==> config.mk <==
export PLATFORM = sky130hd
export DESIGN_NAME = cart_bank_mapper
export DESIGN_NICKNAME = d
export VERILOG_FILES = /design/src/rtl/mapper_pkg.sv /design/src/rtl/mapper_ctrl.sv /design/src/rtl/mapper_datapath.sv /design/src/rtl/cart_bank_mapper.sv
export SDC_FILE = /design/constraint.sdc
export NUM_CORES = 1
export LEC_CHECK = 0
export CAP_MARGIN = 10
export CORE_MARGIN = 2
export CORE_UTILIZATION = 28
export DETAILED_ROUTE_END_ITERATION = 16
export HOLD_SLACK_MARGIN = 0.06
export PLACE_DENSITY = 0.72
export REMOVE_ABC_BUFFERS = 1
export SETUP_SLACK_MARGIN = 0.15
export SYNTH_ARGS = -nofsm -noshare
export SYNTH_HDL_FRONTEND = slang
export SYNTH_SLANG_ARGS = --single-unit
==> constraint.sdc <==
create_clock -name clk -period 1 [get_ports clk]
set_clock_uncertainty 0.2 [all_clocks]
set_input_delay 0.2 -clock clk [delete_from_list [all_inputs] [get_ports clk]]
set_output_delay 0.2 -clock clk [all_outputs]
set_load 0.05 [all_outputs]
==> src/rtl/mapper_pkg.sv <==
package mapper_pkg;
  typedef struct packed {
    logic regLoad;
    logic flashWe;
    logic flashOe;
  } mapCtrl_t;

  localparam int MIR_VERT = 0;
  localparam int MIR_HORZ = 1;
  localparam int MIR_ONE  = 2;
endpackage

==> src/rtl/mapper_ctrl.sv <==
module mapper_ctrl #(
  parameter bit FLASHABLE = 1'b0
) (
  input  logic                 cpuA14,
  input  logic                 cpuRw,
  input  logic                 romCeN,
  output mapper_pkg::mapCtrl_t ctrl
);
  logic cartWrite;
  logic cartRead;

  assign cartWrite = !romCeN && !cpuRw;
  assign cartRead  = !romCeN && cpuRw;

  generate
    if (FLASHABLE) begin : g_flash
      always_comb begin
        ctrl.regLoad = cartWrite && cpuA14;
        ctrl.flashWe = cartWrite && !cpuA14;
        ctrl.flashOe = cartRead;
      end
    end else begin : g_locked
      always_comb begin
        ctrl.regLoad = cartWrite;
        ctrl.flashWe = 1'b0;
        ctrl.flashOe = 1'b1;
      end
      logic unusedRead;
      assign unusedRead = cartRead & cpuA14;
    end
  endgenerate
endmodule

==> src/rtl/mapper_datapath.sv <==
module mapper_datapath #(
  parameter bit FLASHABLE  = 1'b0,
  parameter int CHR_KB     = 32,
  parameter int MIRROR_SEL = 2,
  parameter int REG_W      = 8,
  parameter int PRG_W      = 5
) (
  input  logic                 clk,
  input  logic                 rstN,
  input  mapper_pkg::mapCtrl_t ctrl,
  input  logic                 cpuA14,
  input  logic [REG_W-1:0]     cpuData,
  input  logic [REG_W-1:0]     romData,
  input  logic                 ppuA10,
  input  logic                 ppuA11,
  output logic [PRG_W-1:0]     prgHigh,
  output logic [1:0]           chrHigh,
  output logic                 ntA10,
  output logic                 flashWeN,
  output logic                 flashOeN
);
  localparam int CHR_LO_BIT = PRG_W;
  localparam int CHR_HI_BIT = PRG_W + 1;
  localparam int MIR_BIT    = REG_W - 1;

  logic [REG_W-1:0] bankReg;
  logic [REG_W-1:0] conflictMask;
  logic [REG_W-1:0] loadValue;

  assign conflictMask = FLASHABLE ? {REG_W{1'b1}} : romData;
  assign loadValue    = cpuData & conflictMask;

  always_ff @(posedge clk or negedge rstN) begin
    if (!rstN)             bankReg <= '0;
    else if (ctrl.regLoad) bankReg <= loadValue;
  end

  genvar gi;
  generate
    for (gi = 0; gi < PRG_W; gi++) begin : g_prg
      assign prgHigh[gi] = cpuA14 | bankReg[gi];
    end

    if (CHR_KB >= 32) begin : g_chr32
      assign chrHigh = {bankReg[CHR_HI_BIT], bankReg[CHR_LO_BIT]};
    end else if (CHR_KB >= 16) begin : g_chr16
      assign chrHigh = {1'b1, bankReg[CHR_LO_BIT]};
    end else begin : g_chr8
      assign chrHigh = 2'b11;
    end

    if (MIRROR_SEL == mapper_pkg::MIR_VERT) begin : g_vert
      assign ntA10 = ppuA10;
    end else if (MIRROR_SEL == mapper_pkg::MIR_HORZ) begin : g_horz
      assign ntA10 = ppuA11;
    end else begin : g_one
      assign ntA10 = bankReg[MIR_BIT];
    end
  endgenerate

  logic unusedBits;
  assign unusedBits = ^{bankReg, ppuA10, ppuA11};

  assign flashWeN = !ctrl.flashWe;
  assign flashOeN = !ctrl.flashOe;
endmodule

==> src/rtl/cart_bank_mapper.sv <==
module cart_bank_mapper #(
  parameter bit FLASHABLE  = 1'b0,
  parameter int CHR_KB     = 32,
  parameter int MIRROR_SEL = 2
) (
  input  logic       clk,
  input  logic       rstN,
  input  logic       cpuA14,
  input  logic       cpuRw,
  input  logic       romCeN,
  input  logic [7:0] cpuData,
  input  logic [7:0] romData,
  input  logic       ppuA10,
  input  logic       ppuA11,
  output logic [4:0] prgHigh,
  output logic [1:0] chrHigh,
  output logic       ntA10,
  output logic       flashWeN,
  output logic       flashOeN
);
  mapper_pkg::mapCtrl_t ctrl;

  mapper_ctrl #(.FLASHABLE(FLASHABLE)) u_ctrl (
    .cpuA14 (cpuA14),
    .cpuRw  (cpuRw),
    .romCeN (romCeN),
    .ctrl   (ctrl)
  );

  mapper_datapath #(
    .FLASHABLE (FLASHABLE),
    .CHR_KB    (CHR_KB),
    .MIRROR_SEL(MIRROR_SEL),
    .REG_W     (8),
    .PRG_W     (5)
  ) u_dp (
    .clk     (clk),
    .rstN    (rstN),
    .ctrl    (ctrl),
    .cpuA14  (cpuA14),
    .cpuData (cpuData),
    .romData (romData),
    .ppuA10  (ppuA10),
    .ppuA11  (ppuA11),
    .prgHigh (prgHigh),
    .chrHigh (chrHigh),
    .ntA10   (ntA10),
    .flashWeN(flashWeN),
    .flashOeN(flashOeN)
  );
endmodule

==> results.yml <==
critical_path:
  regToRegStartpoint: "u_dp.bankReg[7]$_DFFE_PN0P_"
  worst_setup_path_start_kind: "flop"
  path_class: "reg2out"
  critical_path_s_largest_stage_delay_ns: 0.39
  worstPathMaxFanout: 2
  critPathSlowestCell: "sky130_fd_sc_hd__dfrtp_1"
  timing.critical_path.cells: "or2_4 > buf_8"
  worstPathRequired_ns: 0.60
  timing.critical_path.to_type: "output port"
  worst_r2r_path_depth: 3
  critical_path.reg2reg.endpoint: "u_dp.bankReg[7]$_DFFE_PN0P_"
  regToRegSetupSlack_ns: 0.02
  critPathArrivalTime_ns: 1.03
finish:
  syn2layout_area_growth_pct: 100
  finalCoreUtilization: 0.581
  layout.nets: 103
  num-fill-cells: 132
  mostFrequentLayoutCells: "15 x sky130_fd_sc_hd__clkdlybuf4s50_1, 11 x sky130_fd_sc_hd__o21ai_2, 8 x sky130_fd_sc_hd__nand2_1, 8 x sky130_fd_sc_hd__dfrtp_1, 6 x sky130_fd_sc_hd__or2_4"
  largest_register_ffs: 8
  most_flops_register: "u_dp.bankReg"
  layout.cells.most_common: "sky130_fd_sc_hd__clkdlybuf4s50_1"
  layout_top_registers: "u_dp.bankReg x8"
  drive_gt1_frac: 0.487
  diodes: 0
pwr:
  power.combinational.fraction: 0.430
  power.share.switching: 0.327
  power.net_switching_uw: 357
  pd_cells_nw_per_um2: 1280
  power_frac_seq: 0.351
  leak_pwr_nw: 0.395
  pwr-share-clk: 0.219
  highest_ir_drop_seen_on_vdd_v: 0.000686
  power.internal_uw: 736
drt:
  num_vias: 421
  route.detailed.vias_per_inst: 4.48
  routedWlPerCell_um: 11.0
  detail-route-antenna-nets: 0
  drtPass1Iterations: 1
  drt-initial-drc-count: 0
  detail_route.drc_violations: 0
  detail_route.wirelength_um: 1040
synth:
  synthDistinctLibCells: 9
  seq_area_frac_synth: 0.469
  synth_warnings: 0
  ys_seq_elements: 8
  synthCells: 45
  synth.cell_area_sq_um: 427
  avgSynthCellArea_sq_um: 9.48
die:
  core_area_sq_um: 1470
  die_h_um: 43.0
  die_x_um: 43.0
  initial_core_util: 0.290
  die_area_sq_um: 1850
  num_rows: 14
  num_io_pins: 33
hold_path:
  hold_path_class: "in2async"
global_routing:
  gr_overflow_total: 0
  grt_antenna_before_repair: 0
  pin_count_of_the_biggest_net_entering_global_routing: 9
  grt_pass1_vias: 426
  grt_util_all_layers: 0.136
  first_pass_grt_wire_length_um: 1730
clock_tree:
  clkSinkCount: 8
  ctsRootBufferMaster: "sky130_fd_sc_hd__clkbuf_4"
  clk_pin_slew_ns: 0.05
  cts_max_level: 1
  cts-buffers-inserted: 3
  cts_tree: "yes"
  clock_insertion_delay_worst_skew_ns: 0.25
  cts_max_path_buffers: 2
sta:
  fmaxAchievable_mhz: 701
  fin_crit_ns: 1.43
  report.final.hold_viol_count: 0
  min_period_over_period: 1.43
  setup_slack_ns: -0.426
  final-setup-viol-count: 8
  unrepaired_setup_endpoints_after_global_routing: "true"
  slew_viol_final: 0
placed_design:
  gp_routability_congestion: 0.661
  port_buffers: 28
  dpl_worst_slack_ns: -0.576
run_status:
  status: "finished with violations"
  violations: "negative setup slack"
run:
  max_cap_viol_count: 0
## worst max-delay path, delay by kind of cell (launching register included)
family	cells	cell delay (ns)
buf+inv	1	0.15
simple gates	1	0.24
flops	1	0.39
## power groups by stage
stage	registers, mW	logic (mW)	clock network [mW]
after floorplan	0.418	0.157	0
after global placement	0.384	0.392	0
after global routing	0.388	0.494	0.273
after CTS	0.382	0.454	0.252
final	0.384	0.470	0.240
after detailed placement	0.385	0.396	0
## layout make-up
type | instances | area, sq um | share of cell area
Clock buffer | 3 | 22.5 | 0.0264
Multi-Input combinational cell | 32 | 223 | 0.261
Sequential cell | 8 | 200 | 0.234
Tap cell | 16 | 20.0 | 0.0234
Timing Repair Buffer | 35 | 389 | 0.455
## per-stage QoR
step                cells  hold WS (ns)  power (mW)  area, sq um  setup TNS [ns]
floorplan              40        -0.296       0.576          385           -1.13
global placement       89         0.294       0.776          741           -6.16
detailed placement     89         0.290       0.781          741           -6.34
CTS                    93        0.0295        1.09          823           -2.75
global route           94        0.0318        1.16          855           -3.01
finish                 94        0.0313        1.09          855           -2.69
## metal layers
metal	GRT usage	share of wire
met5	0	0
met4	0.0727	0
met3	0.0638	0.080
met2	0.227	0.55
met1	0.138	0.37
## timing repair
action                                 in CTS  in global routing
pin swaps                                   3                  2
endpoints found under the hold margin       8                  9
gates resized for setup                    33                  6
setup buffers                               1                  1
setup endpoints to repair                  16                 16
## worst max-delay path by stage
stage               cells after the start                   startpoint    endpoint  slack (ns)
global placement                        3                       cpuA14  prgHigh[2]       -0.56
detailed placement                      3                       cpuA14  prgHigh[3]       -0.58
finish                                  2  u_dp.bankReg[1]$_DFFE_PN0P_  prgHigh[1]       -0.43
global route                            2  u_dp.bankReg[1]$_DFFE_PN0P_  prgHigh[1]       -0.46
floorplan                               1  u_dp.bankReg[0]$_DFFE_PN0P_  prgHigh[0]       -0.16
CTS                                     2  u_dp.bankReg[2]$_DFFE_PN0P_  prgHigh[2]       -0.42
## synthesized netlist by cell type
cell type / n / share of area
sky130_fd_sc_hd__or2_2: 5 / 0.073
sky130_fd_sc_hd__nand2_1: 8 / 0.070
sky130_fd_sc_hd__o21ai_2: 8 / 0.16
sky130_fd_sc_hd__buf_6: 1 / 0.026
sky130_fd_sc_hd__or2_1: 1 / 0.015
sky130_fd_sc_hd__buf_4: 4 / 0.070
sky130_fd_sc_hd__conb_1: 2 / 0.018
sky130_fd_sc_hd__o21ai_0: 8 / 0.094
sky130_fd_sc_hd__dfrtp_1: 8 / 0.47
## kinds of logic after synthesis
kind of cell | count (synthesis) | share of synthesized area
AO/OA/AOI/OAI | 16 | 0.258
AND/OR/NAND/NOR | 14 | 0.158
flip-flops | 8 | 0.469
buffers and inverters | 5 | 0.0968
other | 2 | 0.0176
Power figures use the tool's default switching activity.
